==> config.mk <==
export PLATFORM = sky130hd
export DESIGN_NAME = pll_evt_irq
export DESIGN_NICKNAME = d
export VERILOG_FILES = /design/src/rtl/pll_evt_pkg.sv /design/src/rtl/pll_evt_edge.sv /design/src/rtl/pll_evt_flag.sv /design/src/rtl/pll_evt_live.sv /design/src/rtl/pll_evt_irq.sv
export SDC_FILE = /design/constraint.sdc
export NUM_CORES = 1
export LEC_CHECK = 0
export BUFFER_PORTS_ARGS = -buffer_cell sky130_fd_sc_hd__buf_2
export CAP_MARGIN = 20
export CORE_UTILIZATION = 29
export DETAILED_ROUTE_END_ITERATION = 7
export PLACE_DENSITY_LB_ADDON = 0.1
export REMOVE_ABC_BUFFERS = 1
export SYNTH_ARGS = -nofsm -noshare
export SYNTH_HDL_FRONTEND = slang
export SYNTH_SLANG_ARGS = --single-unit
export TNS_END_PERCENT = 100
==> constraint.sdc <==
create_clock -name clk -period 0.8 [get_ports clk]
set_clock_uncertainty 0.1 [all_clocks]
set_input_delay 0 -clock clk [delete_from_list [all_inputs] [get_ports clk]]
set_output_delay 0 -clock clk [all_outputs]
set_load 0.03 [all_outputs]
==> src/rtl/pll_evt_pkg.sv <==
// Package: bit layout shared by the PLL event status block.
// Assumes a status/enable word of at least 10 bits.
package pll_evt_pkg;
    localparam int NUM_EVT   = 3;  // lock req, unlock req, recal req
    localparam int NUM_LIVE  = 2;  // lock state, recal needed
    localparam int LIVE_BASE = 1;  // live bits start at bit 1
    localparam int EVT_BASE  = 7;  // sticky flags start at bit 7

    // Bit position of sticky event flag i.
    function automatic int evt_pos(input int i);
        return EVT_BASE + i;
    endfunction

    // Bit position of live status bit i.
    function automatic int live_pos(input int i);
        return LIVE_BASE + i;
    endfunction
endpackage

==> src/rtl/pll_evt_edge.sv <==
// Rising-edge detector for one request input.
// Assumes the input is synchronous to clk. The history register resets to 0.
module pll_evt_edge (
    input  logic clk,
    input  logic rst_n,
    input  logic req_i,
    output logic rise_o
);
    logic prev_q;

    // Remember the request level from the last edge.
    always_ff @(posedge clk) begin
        if (!rst_n) prev_q <= 1'b0;
        else        prev_q <= req_i;
    end

    assign rise_o = req_i & ~prev_q;

    AST_RISE_NOT_REPEATED: assert property (@(posedge clk) disable iff (!rst_n)
        rise_o |=> !rise_o);
endmodule

==> src/rtl/pll_evt_flag.sv <==
// Sticky write-1-to-clear flag. A set takes priority over a clear in the same cycle.
// Assumes set_i and clr_i are single-cycle qualified strobes.
module pll_evt_flag (
    input  logic clk,
    input  logic rst_n,
    input  logic set_i,
    input  logic clr_i,
    output logic flag_o
);
    // Hold the flag until cleared. A new event beats a clear.
    always_ff @(posedge clk) begin
        if (!rst_n)     flag_o <= 1'b0;
        else if (set_i) flag_o <= 1'b1;
        else if (clr_i) flag_o <= 1'b0;
    end

    AST_SET_STICKS:  assert property (@(posedge clk) disable iff (!rst_n)
        set_i |=> flag_o);
    AST_CLR_WORKS:   assert property (@(posedge clk) disable iff (!rst_n)
        (clr_i && !set_i) |=> !flag_o);
    AST_HOLD_SET:    assert property (@(posedge clk) disable iff (!rst_n)
        (flag_o && !clr_i) |=> flag_o);
    AST_NO_SPURIOUS: assert property (@(posedge clk) disable iff (!rst_n)
        (!flag_o && !set_i) |=> !flag_o);
endmodule

==> src/rtl/pll_evt_live.sv <==
// Registers the live PLL health levels, one cycle of latency.
// Assumes the inputs are synchronous to clk.
module pll_evt_live #(
    parameter int W = 2
) (
    input  logic         clk,
    input  logic         rst_n,
    input  logic [W-1:0] lvl_i,
    output logic [W-1:0] lvl_o
);
    // Sample the health levels every edge.
    always_ff @(posedge clk) begin
        if (!rst_n) lvl_o <= '0;
        else        lvl_o <= lvl_i;
    end
endmodule

==> src/rtl/pll_evt_irq.sv <==
// PLL event status block: live health bits, sticky request flags,
// an enable word and a combined interrupt.
// Assumes REG_W >= 10 and all inputs synchronous to clk.
module pll_evt_irq #(
    parameter int REG_W = 32
) (
    input  logic             clk,
    input  logic             rst_n,
    input  logic             lock_req_i,
    input  logic             unlock_req_i,
    input  logic             recal_req_i,
    input  logic             lock_state_i,
    input  logic             recal_need_i,
    input  logic             wr_en_i,
    input  logic             wr_sel_i,
    input  logic [REG_W-1:0] wr_data_i,
    output logic [REG_W-1:0] status_o,
    output logic [REG_W-1:0] enable_o,
    output logic             irq_o
);
    import pll_evt_pkg::*;

    localparam int NE = NUM_EVT;
    localparam int NL = NUM_LIVE;

    logic [NE-1:0] req_vec;
    logic [NE-1:0] rise_vec;
    logic [NE-1:0] clr_vec;
    logic [NE-1:0] flag_vec;
    logic [NE-1:0] en_q;
    logic [NL-1:0] live_vec;
    logic          wr_stat;
    logic          wr_enab;

    assign req_vec = {recal_req_i, unlock_req_i, lock_req_i};
    assign wr_stat = wr_en_i & ~wr_sel_i;
    assign wr_enab = wr_en_i &  wr_sel_i;

    pll_evt_live #(.W(NL)) u_live (
        .clk   (clk),
        .rst_n (rst_n),
        .lvl_i ({recal_need_i, lock_state_i}),
        .lvl_o (live_vec)
    );

    for (genvar i = 0; i < NE; i++) begin : g_evt
        assign clr_vec[i] = wr_stat & wr_data_i[evt_pos(i)];

        pll_evt_edge u_edge (
            .clk    (clk),
            .rst_n  (rst_n),
            .req_i  (req_vec[i]),
            .rise_o (rise_vec[i])
        );

        pll_evt_flag u_flag (
            .clk    (clk),
            .rst_n  (rst_n),
            .set_i  (rise_vec[i]),
            .clr_i  (clr_vec[i]),
            .flag_o (flag_vec[i])
        );

        // Load the enable bit for this event on an enable-word write.
        always_ff @(posedge clk) begin
            if (!rst_n)       en_q[i] <= 1'b0;
            else if (wr_enab) en_q[i] <= wr_data_i[evt_pos(i)];
        end
    end

    // Place live bits and flags into the status and enable words.
    always_comb begin
        status_o = '0;
        enable_o = '0;
        for (int k = 0; k < NL; k++) status_o[live_pos(k)] = live_vec[k];
        for (int k = 0; k < NE; k++) begin
            status_o[evt_pos(k)] = flag_vec[k];
            enable_o[evt_pos(k)] = en_q[k];
        end
    end

    assign irq_o = |(flag_vec & en_q);

    AST_LIVE_LOCK:  assert property (@(posedge clk) disable iff (!rst_n)
        $past(rst_n) |-> status_o[live_pos(0)] == $past(lock_state_i));
    AST_LIVE_RECAL: assert property (@(posedge clk) disable iff (!rst_n)
        $past(rst_n) |-> status_o[live_pos(1)] == $past(recal_need_i));
    AST_IRQ_NEEDS_EN: assert property (@(posedge clk) disable iff (!rst_n)
        irq_o |-> (status_o & enable_o) != '0);
    AST_RESET_CLEAR: assert property (@(posedge clk)
        !rst_n |=> (status_o == '0 && enable_o == '0 && !irq_o));
endmodule

==> metrics.md <==
| Metric | Value |
|---|---|
| Clk buf depth | `2` |
| Hold WC Path Type | `input port to flip-flop` |
| Worst path cell trace | `a222oi_1, inv_1, buf_6` |
| Number of library cell types mapped by synthesis | `13` |
| Hold Vio Cnt, Final | `11` |
| Post-Layout Inst Area | `991 um^2` |
| P_int | `0.941 mW` |
| DRT Wirelength | `1190 um` |
| Worst vdd ir | `0.884 mV` |
| Combinational share of power | `39.4%` |
| Die Ht | `56.0 um` |
| Overflow after GRT | `0` |
| P&R area growth vs syn | `17.0%` |
| DRT Pass-1 Iters | `2` |
| Pleak | `0.534 nW` |
| Vias in the first global route | `429` |
| Routed Antenna Nets | `0` |
| Yosys warning count | `0` |
| Post-DP HPWL | `911 um` |
| Share of cells above drive strength 1 | `30.1%` |
| Sw Pwr | `0.662 mW` |
| Residual DRC | `0` |
| Num ports | `106` |
| Synthesized instance count | `99` |
| Clk Latency, worst-skew pair | `0.26 ns` |
| CTS tree | `yes` |
| Nets@finish | `175` |
| Switching Fraction | `41.3%` |
| FP Rows | `19` |
| Tot GR Track Use | `7.42%` |
| F_max | `0.820 GHz` |
| Worst slack after detailed placement | `-0.164 ns` |
| Core area | `0.00276 mm^2` |
| Max-cap violations | `0` |
| H-tree depth | `1` |
| DRT iter0 DRCs | `2` |
| Critical path endpoint category | `primary output` |
| Syn Std Cell Area | `847 um^2` |
| Root Driver | `clkbuf_4` |
| Sink Count | `11` |
| Status | `finished, violations left` |
| Unrepaired setup endpoints after global routing | `true` |
| Initial antenna violation count | `0` |
| DR vias | `550` |
| Sequential fraction of the synthesis area | `26.0%` |
| GP Congestion | `0.678` |
| CP arrival | `1.12 ns` |
| Area after DPL | `797 um^2` |
| Crit path largest cell delay | `0.32 ns` |
| Per-cell routed wire length | `7.24 um` |
| Flops & latches, synth | `11` |
| Worst setup margin | `-0.419 ns` |
| Mean Syn Cell Area | `8.56 um^2` |
| DIE WIDTH | `56.0 um` |
| IO buf count | `20` |
| Cell Pwr Density | `1620 mW/mm^2` |
| Maximum number of pins on one net before global-route repair | `12` |
| Via/cell ratio | `3.35` |
| Peak fanout along the critical path | `2` |
| Final setup viols | `12` |
| Die area | `0.00314 mm^2` |
| Bufs and invs on worst path | `2` |
| Tmin final | `1.22 ns` |
| CP delay by family, top | `flip-flops` |
| ANT cells | `0` |
| Seq pwr share | `37.6%` |
| Tcrit/Tclk final | `152%` |
| Stages on the worst setup path | `3` |
| Final hold slack | `-0.0486 ns` |
| Worst Reg-to-Reg Cells | `3` |
| Clock Pin Slew Worst Setup and Hold Paths | `0.07 ns` |
| Clock Power Share | `22.9%` |
| Starting Density | `30.7%` |
| # fillers | `304` |
| Hold depth | `2` |
| Violations in the final reports | `negative hold slack, negative setup slack` |
| Number of buffers created by CTS | `3` |
| Critical-path top delay cell | `dfxtp_2` |
| CP Launch Type | `flip-flop` |
| Crit path kind | `flip-flop to primary output` |
| Final core occ | `35.9%` |
| Global-route wire length before repair | `1770 um` |
| Worst Path Required | `0.70 ns` |
| Pins Over Slew Limit | `0` |
-- state kept, by name, indices dropped and copies added, names as in the netlist --
register and count:
u_live.lvl_o 2, g_evt.u_flag.flag_o 3, enable_o 3, g_evt.u_edge.prev_q 3
-- through the flow --
step	TNS, ns	power (mW)	hold slack [ns]	std cells
finish	-1.47	1.60	-0.0486	164
global route	-1.94	1.70	-0.0478	164
CTS	-1.68	1.63	-0.0562	164
detailed placement	-0.423	1.16	0.108	152
global placement	-0.428	1.16	0.101	152
floorplan	-0.896	1.05	0.0175	94
-- power groups by stage --
| stage | Sequential (mW) | Combinational [mW] | Clock [mW] |
|---|---|---|---|
| 2_1_floorplan | 0.654 | 0.398 | 0 |
| 3_3_place_gp | 0.606 | 0.555 | 0 |
| 3_5_place_dp | 0.606 | 0.554 | 0 |
| 4_1_cts | 0.603 | 0.630 | 0.395 |
| 5_1_grt | 0.607 | 0.668 | 0.425 |
| 6_report | 0.603 | 0.632 | 0.367 |
-- what timing repair did --
item / in CTS / in global routing
resized for setup: 30 / 5
endpoints found under the setup margin: 12 / 15
pin swaps: 1 / 3
setup buffers: 0 / 3
hold endpoints to repair: 11 / 9
hold buffers: 8 / 1
-- final timing paths --
check,to,slack [ns],startpoint
max,irq_o,-0.42,enable_o[8]
min,g_evt[0].u_flag.flag_o,-0.05,rst_n
max reg2reg,g_evt[0].u_flag.flag_o,-0.11,g_evt[0].u_flag.flag_o
min reg2reg,g_evt[0].u_flag.flag_o,0.45,g_evt[0].u_edge.prev_q
-- final cells by class --
class	instances	area [um^2]	share of cell area, %
Inverter	1	3.75	0.379
Timing Repair Buffer	35	308	31.1
Clock buffer	4	26.3	2.65
Sequential cell	11	230	23.2
Tap cell	31	38.8	3.91
Multi-Input combinational cell	82	384	38.8
-- logic make-up (layout without fill, tap and decap cells) --
group	Yosys count	in the layout	synth area share, %
buffers and inverters	61	40	53.3
AND/OR/NAND/NOR	16	16	11.1
flip-flops	11	11	26.0
AO/OA/AOI/OAI	10	10	9.16
other	1	56	0.443
-- layer usage --
layer / routed length [um] / up-vias / GRT usage, %
met5: 0 / - / 0
met4: 30 / 0 / 6.27
met3: 131 / 4 / 1.40
met2: 526 / 51 / 11.4
met1: 499 / 230 / 8.84
li1: - / 265 / -
-- cells in the mapped netlist --
library cell	number	area share, %
conb_1	1	0.44
a21boi_1	6	5.3
buf_4	59	52
nand3_1	3	1.8
nor2b_4	1	1.6
and2_1	5	3.7
buf_2	1	0.59
inv_1	1	0.44
nand2_1	4	1.8
dfxtp_1	11	26
o21a_1	3	2.7
nor2b_1	3	2.2
a222oi_1	1	1.2
-- cell usage in the layout (no fill, tap or decap) --
master         Yosys  layout
a21boi_1           6       6
a222oi_1           1       1
and2_1             5       5
buf_2              1      11
buf_4             59       2
buf_6              0      14
clkbuf_1           0       1
clkbuf_4           0       3
conb_1             1      56
dfxtp_1           11       3
dfxtp_2            0       8
dlygate4sd3_1      0       8
inv_1              1       1
nand2_1            4       3
nand2_2            0       1
nand3_1            3       3
nor2b_1            3       3
nor2b_4            1       1
o21a_1             3       3
Note: power is estimated with default switching activity, not from simulation.
